`config.mk`:
```
export PLATFORM = sky130hd
export DESIGN_NAME = adc_seq_ctrl
export DESIGN_NICKNAME = d
export VERILOG_FILES = /design/src/rtl/adc_seq_pkg.sv /design/src/rtl/adc_trig_sync.sv /design/src/rtl/adc_seq_fsm.sv /design/src/rtl/adc_result_bank.sv /design/src/rtl/adc_seq_ctrl.sv
export SDC_FILE = /design/constraint.sdc
export NUM_CORES = 1
export LEC_CHECK = 0
export BUFFER_PORTS_ARGS = -buffer_cell sky130_fd_sc_hd__buf_2
export CORE_ASPECT_RATIO = 1.75
export CORE_MARGIN = 1
export CORE_UTILIZATION = 57
export CTS_CLUSTER_SIZE = 20
export DETAILED_ROUTE_END_ITERATION = 6
export MAX_ROUTING_LAYER = met4
export PLACE_DENSITY = 0.88
export RECOVER_POWER = 100
export SLEW_MARGIN = 20
export SYNTH_ARGS = -nofsm -noshare
export SYNTH_HDL_FRONTEND = slang
export SYNTH_HIERARCHICAL = 1
export SYNTH_SLANG_ARGS = --single-unit
```
`constraint.sdc`:
```
create_clock -name clk_i -period 2.6 [get_ports clk_i]
set_input_delay 0.39 -clock clk_i [delete_from_list [all_inputs] [get_ports clk_i]]
set_output_delay 0.39 -clock clk_i [all_outputs]
set_load 0.01 [all_outputs]
```
`src/rtl/adc_seq_pkg.sv`:
```
package adc_seq_pkg;
  localparam int unsigned BIT_START  = 0;
  localparam int unsigned BIT_SCAN   = 1;
  localparam int unsigned BIT_REP    = 2;
  localparam int unsigned BIT_CHLO   = 3;
  localparam int unsigned BIT_TRIGEN = 5;
  localparam int unsigned BIT_BUSY   = 6;
  localparam int unsigned BIT_EOC    = 7;

  typedef enum logic [1:0] {
    MODE_FIX_ONE  = 2'b00,
    MODE_SCAN_ONE = 2'b01,
    MODE_FIX_RUN  = 2'b10,
    MODE_SCAN_RUN = 2'b11
  } mode_e;
endpackage

```
`src/rtl/adc_trig_sync.sv`:
```
module adc_trig_sync #(
  parameter int unsigned STAGES = 2
) (
  input  logic clk_i,
  input  logic rst_ni,
  input  logic pin_ni,
  output logic fall_o
);
  // sh[STAGES-1] is the synchronized level, sh[STAGES] its previous value
  logic [STAGES:0] sh;

  always_ff @(posedge clk_i or negedge rst_ni) begin
    if (!rst_ni) sh <= '1;
    else         sh <= {sh[STAGES-1:0], pin_ni};
  end

  assign fall_o = sh[STAGES] & ~sh[STAGES-1];
endmodule

```
`src/rtl/adc_seq_fsm.sv`:
```
module adc_seq_fsm
  import adc_seq_pkg::*;
#(
  parameter int unsigned NUM_CH = 4,
  localparam int unsigned CH_W  = $clog2(NUM_CH)
) (
  input  logic            clk_i,
  input  logic            rst_ni,
  input  logic            sw_start_i,
  input  logic            hw_start_i,
  input  mode_e           mode_i,
  input  logic [CH_W-1:0] ch_sel_i,
  input  logic            cfg_wr_i,
  input  logic            rep_wr_i,
  input  logic            conv_done_i,
  output logic            busy_o,
  output logic            conv_start_o,
  output logic [CH_W-1:0] conv_ch_o,
  output logic            store_o,
  output logic            seq_end_o
);
  logic            busy_q, issue_q, scan_q, rep_q;
  logic [CH_W-1:0] ch_q, last_q;
  logic            start, waiting, at_last, rep_eff;

  assign start     = sw_start_i | (hw_start_i & ~busy_q);
  assign waiting   = busy_q & ~issue_q;
  assign store_o   = waiting & conv_done_i & ~sw_start_i;
  assign at_last   = (ch_q == last_q);
  assign seq_end_o = store_o & at_last;
  // a config write with repeat cleared ends continuous operation after this pass
  assign rep_eff   = rep_q & ~(cfg_wr_i & ~rep_wr_i);

  always_ff @(posedge clk_i or negedge rst_ni) begin
    if (!rst_ni) begin
      busy_q  <= 1'b0;
      issue_q <= 1'b0;
      scan_q  <= 1'b0;
      rep_q   <= 1'b0;
      ch_q    <= '0;
      last_q  <= '0;
    end else if (start) begin
      busy_q  <= 1'b1;
      issue_q <= 1'b1;
      scan_q  <= mode_i[0];
      rep_q   <= mode_i[1];
      last_q  <= ch_sel_i;
      ch_q    <= mode_i[0] ? '0 : ch_sel_i;
    end else begin
      rep_q   <= rep_eff;
      issue_q <= 1'b0;
      if (store_o) begin
        if (!at_last) begin
          ch_q    <= ch_q + 1'b1;
          issue_q <= 1'b1;
        end else if (rep_eff) begin
          ch_q    <= scan_q ? '0 : last_q;
          issue_q <= 1'b1;
        end else begin
          busy_q  <= 1'b0;
        end
      end
    end
  end

  assign busy_o       = busy_q;
  assign conv_start_o = issue_q;
  assign conv_ch_o    = ch_q;

  a_r1_busy_after_start: assert property (@(posedge clk_i) disable iff (!rst_ni)
    start |=> (busy_q && issue_q));
  a_r3_trig_ignored_busy: assert property (@(posedge clk_i) disable iff (!rst_ni)
    (busy_q && hw_start_i && !sw_start_i && !store_o) |=> !issue_q);
  a_r11_strobe_one_cycle: assert property (@(posedge clk_i) disable iff (!rst_ni)
    (issue_q && !sw_start_i) |=> !issue_q);
  a_r6_single_ends: assert property (@(posedge clk_i) disable iff (!rst_ni)
    (seq_end_o && !rep_eff && !sw_start_i) |=> !busy_q);
  a_r7_run_stays_busy: assert property (@(posedge clk_i) disable iff (!rst_ni)
    (seq_end_o && rep_eff) |=> (busy_q && issue_q));
endmodule

```
`src/rtl/adc_result_bank.sv`:
```
module adc_result_bank #(
  parameter int unsigned NUM_CH = 4,
  parameter int unsigned DATA_W = 10,
  localparam int unsigned CH_W  = $clog2(NUM_CH)
) (
  input  logic                           clk_i,
  input  logic                           rst_ni,
  input  logic                           wr_i,
  input  logic [CH_W-1:0]                wr_ch_i,
  input  logic [DATA_W-1:0]              wr_data_i,
  input  logic                           rd_clr_i,
  input  logic [CH_W-1:0]                rd_ch_i,
  output logic [NUM_CH-1:0][DATA_W-1:0]  data_o,
  output logic [NUM_CH-1:0]              valid_o
);
  for (genvar g = 0; g < NUM_CH; g++) begin : g_ch
    logic hit_wr, hit_rd;
    assign hit_wr = wr_i & (wr_ch_i == CH_W'(g));
    assign hit_rd = rd_clr_i & (rd_ch_i == CH_W'(g));

    always_ff @(posedge clk_i or negedge rst_ni) begin
      if (!rst_ni) begin
        data_o[g]  <= '0;
        valid_o[g] <= 1'b0;
      end else if (hit_wr) begin
        data_o[g]  <= wr_data_i;
        valid_o[g] <= 1'b1;
      end else if (hit_rd) begin
        valid_o[g] <= 1'b0;
      end
    end
  end

  a_r8_store_sets_valid: assert property (@(posedge clk_i) disable iff (!rst_ni)
    wr_i |=> valid_o[$past(wr_ch_i)]);
  a_r9_read_clears_valid: assert property (@(posedge clk_i) disable iff (!rst_ni)
    (rd_clr_i && !(wr_i && wr_ch_i == rd_ch_i)) |=> !valid_o[$past(rd_ch_i)]);
endmodule

```
`src/rtl/adc_seq_ctrl.sv`:
```
module adc_seq_ctrl
  import adc_seq_pkg::*;
#(
  parameter int unsigned NUM_CH  = 4,
  parameter int unsigned DATA_W  = 10,
  parameter int unsigned ADDR_W  = 3,
  parameter int unsigned WDATA_W = 6,
  parameter int unsigned RDATA_W = 16,
  parameter int unsigned SYNC_N  = 2,
  localparam int unsigned CH_W   = $clog2(NUM_CH)
) (
  input  logic               clk_i,
  input  logic               rst_ni,
  input  logic               reg_we_i,
  input  logic               reg_re_i,
  input  logic [ADDR_W-1:0]  reg_addr_i,
  input  logic [WDATA_W-1:0] reg_wdata_i,
  output logic [RDATA_W-1:0] reg_rdata_o,
  input  logic               trig_ni,
  output logic               conv_start_o,
  output logic [CH_W-1:0]    conv_ch_o,
  input  logic               conv_done_i,
  input  logic [DATA_W-1:0]  conv_data_i,
  output logic               busy_o,
  output logic               irq_o
);
  logic            cfg_scan, cfg_rep, cfg_ten, eoc_q, irq_q;
  logic [CH_W-1:0] cfg_ch;
  logic            nx_scan, nx_rep, nx_ten;
  logic [CH_W-1:0] nx_ch;
  logic            wr_cfg, rd_cfg, rd_res, sw_start, trig_fall;
  logic            store, seq_end;
  logic [CH_W-1:0] rd_ch;
  logic [NUM_CH-1:0][DATA_W-1:0] res_data;
  logic [NUM_CH-1:0]             res_valid;

  assign wr_cfg   = reg_we_i & (reg_addr_i == '0);
  assign rd_cfg   = reg_re_i & (reg_addr_i == '0);
  assign rd_res   = reg_re_i & reg_addr_i[ADDR_W-1];
  assign rd_ch    = reg_addr_i[CH_W-1:0];
  assign sw_start = wr_cfg & reg_wdata_i[BIT_START];

  assign nx_scan = wr_cfg ? reg_wdata_i[BIT_SCAN]          : cfg_scan;
  assign nx_rep  = wr_cfg ? reg_wdata_i[BIT_REP]           : cfg_rep;
  assign nx_ch   = wr_cfg ? reg_wdata_i[BIT_CHLO +: CH_W]  : cfg_ch;
  assign nx_ten  = wr_cfg ? reg_wdata_i[BIT_TRIGEN]        : cfg_ten;

  always_ff @(posedge clk_i or negedge rst_ni) begin
    if (!rst_ni) begin
      cfg_scan <= 1'b0;
      cfg_rep  <= 1'b0;
      cfg_ch   <= '0;
      cfg_ten  <= 1'b0;
      eoc_q    <= 1'b0;
      irq_q    <= 1'b0;
    end else begin
      cfg_scan <= nx_scan;
      cfg_rep  <= nx_rep;
      cfg_ch   <= nx_ch;
      cfg_ten  <= nx_ten;
      irq_q    <= seq_end;
      if (seq_end)     eoc_q <= 1'b1;
      else if (rd_cfg) eoc_q <= 1'b0;
    end
  end

  adc_trig_sync #(.STAGES(SYNC_N)) u_sync (
    .clk_i  (clk_i),
    .rst_ni (rst_ni),
    .pin_ni (trig_ni),
    .fall_o (trig_fall)
  );

  adc_seq_fsm #(.NUM_CH(NUM_CH)) u_fsm (
    .clk_i        (clk_i),
    .rst_ni       (rst_ni),
    .sw_start_i   (sw_start),
    .hw_start_i   (trig_fall & cfg_ten),
    .mode_i       (mode_e'({nx_rep, nx_scan})),
    .ch_sel_i     (nx_ch),
    .cfg_wr_i     (wr_cfg),
    .rep_wr_i     (reg_wdata_i[BIT_REP]),
    .conv_done_i  (conv_done_i),
    .busy_o       (busy_o),
    .conv_start_o (conv_start_o),
    .conv_ch_o    (conv_ch_o),
    .store_o      (store),
    .seq_end_o    (seq_end)
  );

  adc_result_bank #(.NUM_CH(NUM_CH), .DATA_W(DATA_W)) u_bank (
    .clk_i     (clk_i),
    .rst_ni    (rst_ni),
    .wr_i      (store),
    .wr_ch_i   (conv_ch_o),
    .wr_data_i (conv_data_i),
    .rd_clr_i  (rd_res),
    .rd_ch_i   (rd_ch),
    .data_o    (res_data),
    .valid_o   (res_valid)
  );

  always_comb begin
    reg_rdata_o = '0;
    if (reg_addr_i[ADDR_W-1]) begin
      reg_rdata_o[DATA_W-1:0] = res_data[rd_ch];
      reg_rdata_o[RDATA_W-1]  = res_valid[rd_ch];
    end else if (reg_addr_i == '0) begin
      reg_rdata_o[BIT_SCAN]           = cfg_scan;
      reg_rdata_o[BIT_REP]            = cfg_rep;
      reg_rdata_o[BIT_CHLO +: CH_W]   = cfg_ch;
      reg_rdata_o[BIT_TRIGEN]         = cfg_ten;
      reg_rdata_o[BIT_BUSY]           = busy_o;
      reg_rdata_o[BIT_EOC]            = eoc_q;
    end
  end

  assign irq_o = irq_q;

  a_r6_irq_one_cycle: assert property (@(posedge clk_i) disable iff (!rst_ni)
    irq_o |=> !irq_o);
  a_r6_end_flags: assert property (@(posedge clk_i) disable iff (!rst_ni)
    seq_end |=> (eoc_q && irq_o));
  a_r10_eoc_read_clear: assert property (@(posedge clk_i) disable iff (!rst_ni)
    (rd_cfg && !seq_end) |=> !eoc_q);
endmodule

```
==> out/results.ini <==
[hold_path]
hold_end=u_sync/sh[0]$_DFF_PN1_
worstHoldStart=trig_ni
hold_path.class=input port to register
hold_depth=1

[critical_path]
r2r-start=u_fsm/busy_o$_DFFE_PN0P_
worst_r2r_endpoint=u_bank/data_o[23]$_DFFE_PN0P_
path_max_fanout=18
max_stage_delay_ns=0.63
path_class=input port to primary output
r2r_slack_ns=0.46
slowest_stage=mux4_1
start_kind=input port
end_kind=primary output
cp.required_ns=2.21
r2r_cells=6
crit_chain=buf_2 -> clkbuf_2 -> mux4_1 -> and2_1 -> clkbuf_1
cp.arrival_ns=1.89

[timing]
finalSetupTns_ns=0
final-max-slew-violation-count=28
hold_violations=0
fin_crit_sh_pct=87.6
period_minus_slack_ns=2.28
max_freq_mhz=439
tightest_slew_ns=1.56
grt_setup_unrepaired=no
finalSetupViolations=0
relSlewSlack_pct=-3.89
fin_worst_skew_ns=0.00608

[yosys]
synthesis.area_mm2=0.00315
yosysWarnings=6
synth_cells=229
ys_ff_latch=62
synth_top_area_cell=dfrtp_1
synth_top_area_share_pct=46.8
ys_types=49
synth_area_leaders=dfrtp_1 47%, mux2_4 17%, mux2_2 3.9%
avgSynthCellArea_um2=13.8
ys_seq_area_share_pct=49.3

[clock_tree]
cts_resized=0
htree_levels=3
path_clk_slew_ns=0.06
cts_tree=done
ctsHoldBuffers=0
clk_latency_ns=0.34
clock_sinks=62
clockBufferDepth=2
cts_buffers=9
post_cts_buffers=0
cts-root-buf=clkbuf_8

[floorplan]
die_area_mm2=0.00585
die_y_um=100
initial_core_util_pct=59.5
die_w_um=58.2
core_area_mm2=0.00530
rows=35
boundaryPins=46

[layout]
area_delta_synth_final_pct=8.01
ff_latch_area_mm2=0.00156
drive_gt1_share_pct=22.6
final_cell_mix=59 x dfrtp_1, 39 x mux2_1, 25 x buf_2, 23 x clkbuf_1, 11 x mux2_2
multiInputGateArea_mm2=0.00129
fin_nets=303
finalNonFillerCells=357
final_common_cell=dfrtp_1
antenna_cells=0
final.fill_count=451

[placed_design]
dp_hpwl_um=4600
io_buffers=40
dp_cells=341
gp_congestion=0.931

[route]
antenna_left=0
drt_iter0_markers=67
wl_per_cell_um=17.5
vias=1980
viasPerCell=5.55
drc=0
finalWirelength_um=6260
drtPass1Iterations=4

[pwr]
power_frac_seq_pct=47.6
power_density_mw_per_mm2=1020
clockPowerShare_pct=22.7
comb_power_share_pct=29.7
power.share.switching_pct=31.9
peakVddDrop_mv=0.614
leakage_nw=1.60
power.switching_mw=1.11
intPower_mw=2.37

[grt]
grt_pass1_wl_um=10500
grt_max_degree=36
track_usage_pct=26.2
grt_pass1_vias=2122
grt.overflow.total=0
antenna_found_initial=0

[run]
cap_violations=1

[run_status]
status=finished, violations left
violations=capacitance limit, slew limit

## per-layer routing
layer	track usage, %	vias to the layer above	share of wire [%]
met5	-	-	0
met4	17.8	0	3.9
met3	3.87	19	2.5
met2	41.2	40	53
met1	30.5	1012	41
li1	-	909	-
## sequential cells by signal, summed over array words and instances, names as in the netlist, 2 cells and up
| name | count |
|---|---|
| u_bank/data_o | 40 |
| u_bank/valid_o | 4 |
| u_sync/sh | 3 |
| cfg_ch | 2 |
| u_fsm/conv_ch_o | 2 |
| u_fsm/last_q | 2 |
## Yosys cell counts, drive strengths merged
cell / instances
nor4b: 1
dfstp: 3
o21a: 1
nand2b: 2
nor2: 8
xor2: 2
conb: 1
nand3: 1
buf: 15
or3: 1
a221oi: 1
nor2b: 1
a211o: 1
or2: 1
and3: 2
a22oi: 1
o21ai: 9
and2b: 1
o31ai: 2
a311oi: 1
nor3: 2
o311ai: 1
a211oi: 2
and3b: 3
a21oi: 4
a21o: 2
nand2: 7
clkbuf: 2
nand3b: 2
nand4bb: 1
dfrtp: 59
mux4: 4
or3b: 1
inv: 9
mux2: 52
and2: 7
nor3b: 2
mux2i: 8
or4b: 1
a221o: 5
## worst max-delay path, delay by kind of cell
family / cells / cell delay, ns
buffers and inverters: 3 / 0.70
muxes: 1 / 0.63
and+or+nand+nor: 1 / 0.17
## worst max-delay path by stage
stage	from	to	slack [ns]	cells past startpoint
2_1_floorplan	reg_addr_i[1]	u_bank/data_o[1]$_DFFE_PN0P_	0.25	9
3_3_place_gp	reg_addr_i[1]	u_bank/data_o[0]$_DFFE_PN0P_	0.34	8
3_5_place_dp	reg_addr_i[0]	u_bank/data_o[0]$_DFFE_PN0P_	0.28	8
4_1_cts	reg_addr_i[0]	reg_rdata_o[9]	0.49	5
5_1_grt	reg_addr_i[0]	reg_rdata_o[0]	0.27	5
6_report	reg_addr_i[0]	reg_rdata_o[9]	0.32	5
## cell type report
type | count | area share (%)
clock buffer | 11 | 3.86
clock inverter | 5 | 1.47
inverter | 9 | 0.992
multi-input combinational | 145 | 37.9
sequential | 62 | 45.6
tap | 74 | 2.72
timing repair buffer | 51 | 7.38
## power groups by stage
| stage | Combinational [mW] | Clock [mW] | Sequential [mW] |
|---|---|---|---|
| floorplan | 1.05 | 0 | 1.60 |
| global placement | 1.27 | 0 | 1.66 |
| detailed placement | 1.31 | 0 | 1.67 |
| CTS | 1.32 | 0.808 | 1.67 |
| global route | 1.15 | 0.854 | 1.70 |
| finish | 1.03 | 0.789 | 1.66 |
## stage by stage
stage	total power, mW	hold WS (ns)	cell area, um2	utilization [%]	setup WS [ns]
after floorplan	2.64	0.0944	3170	-	0.250
after global placement	2.92	0.346	3410	64.4	0.336
after detailed placement	2.99	0.349	3410	64.4	0.277
after CTS	3.80	0.0841	3590	67.8	0.495
after global routing	3.70	0.129	3410	64.3	0.273
final	3.48	0.145	3410	64.3	0.323
## cells by family (layout without fill, tap and decap cells)
| family | Yosys count | after routing | synth area share [%] |
|---|---|---|---|
| buf+inv | 26 | 76 | 5.63 |
| mux | 64 | 64 | 28.6 |
| compound gates | 30 | 30 | 6.90 |
| simple gates | 44 | 44 | 8.89 |
| xor+xnor | 2 | 2 | 0.555 |
| flops | 62 | 62 | 49.3 |
| other cells | 1 | 5 | 0.119 |
(Power assumes the default switching activity.)
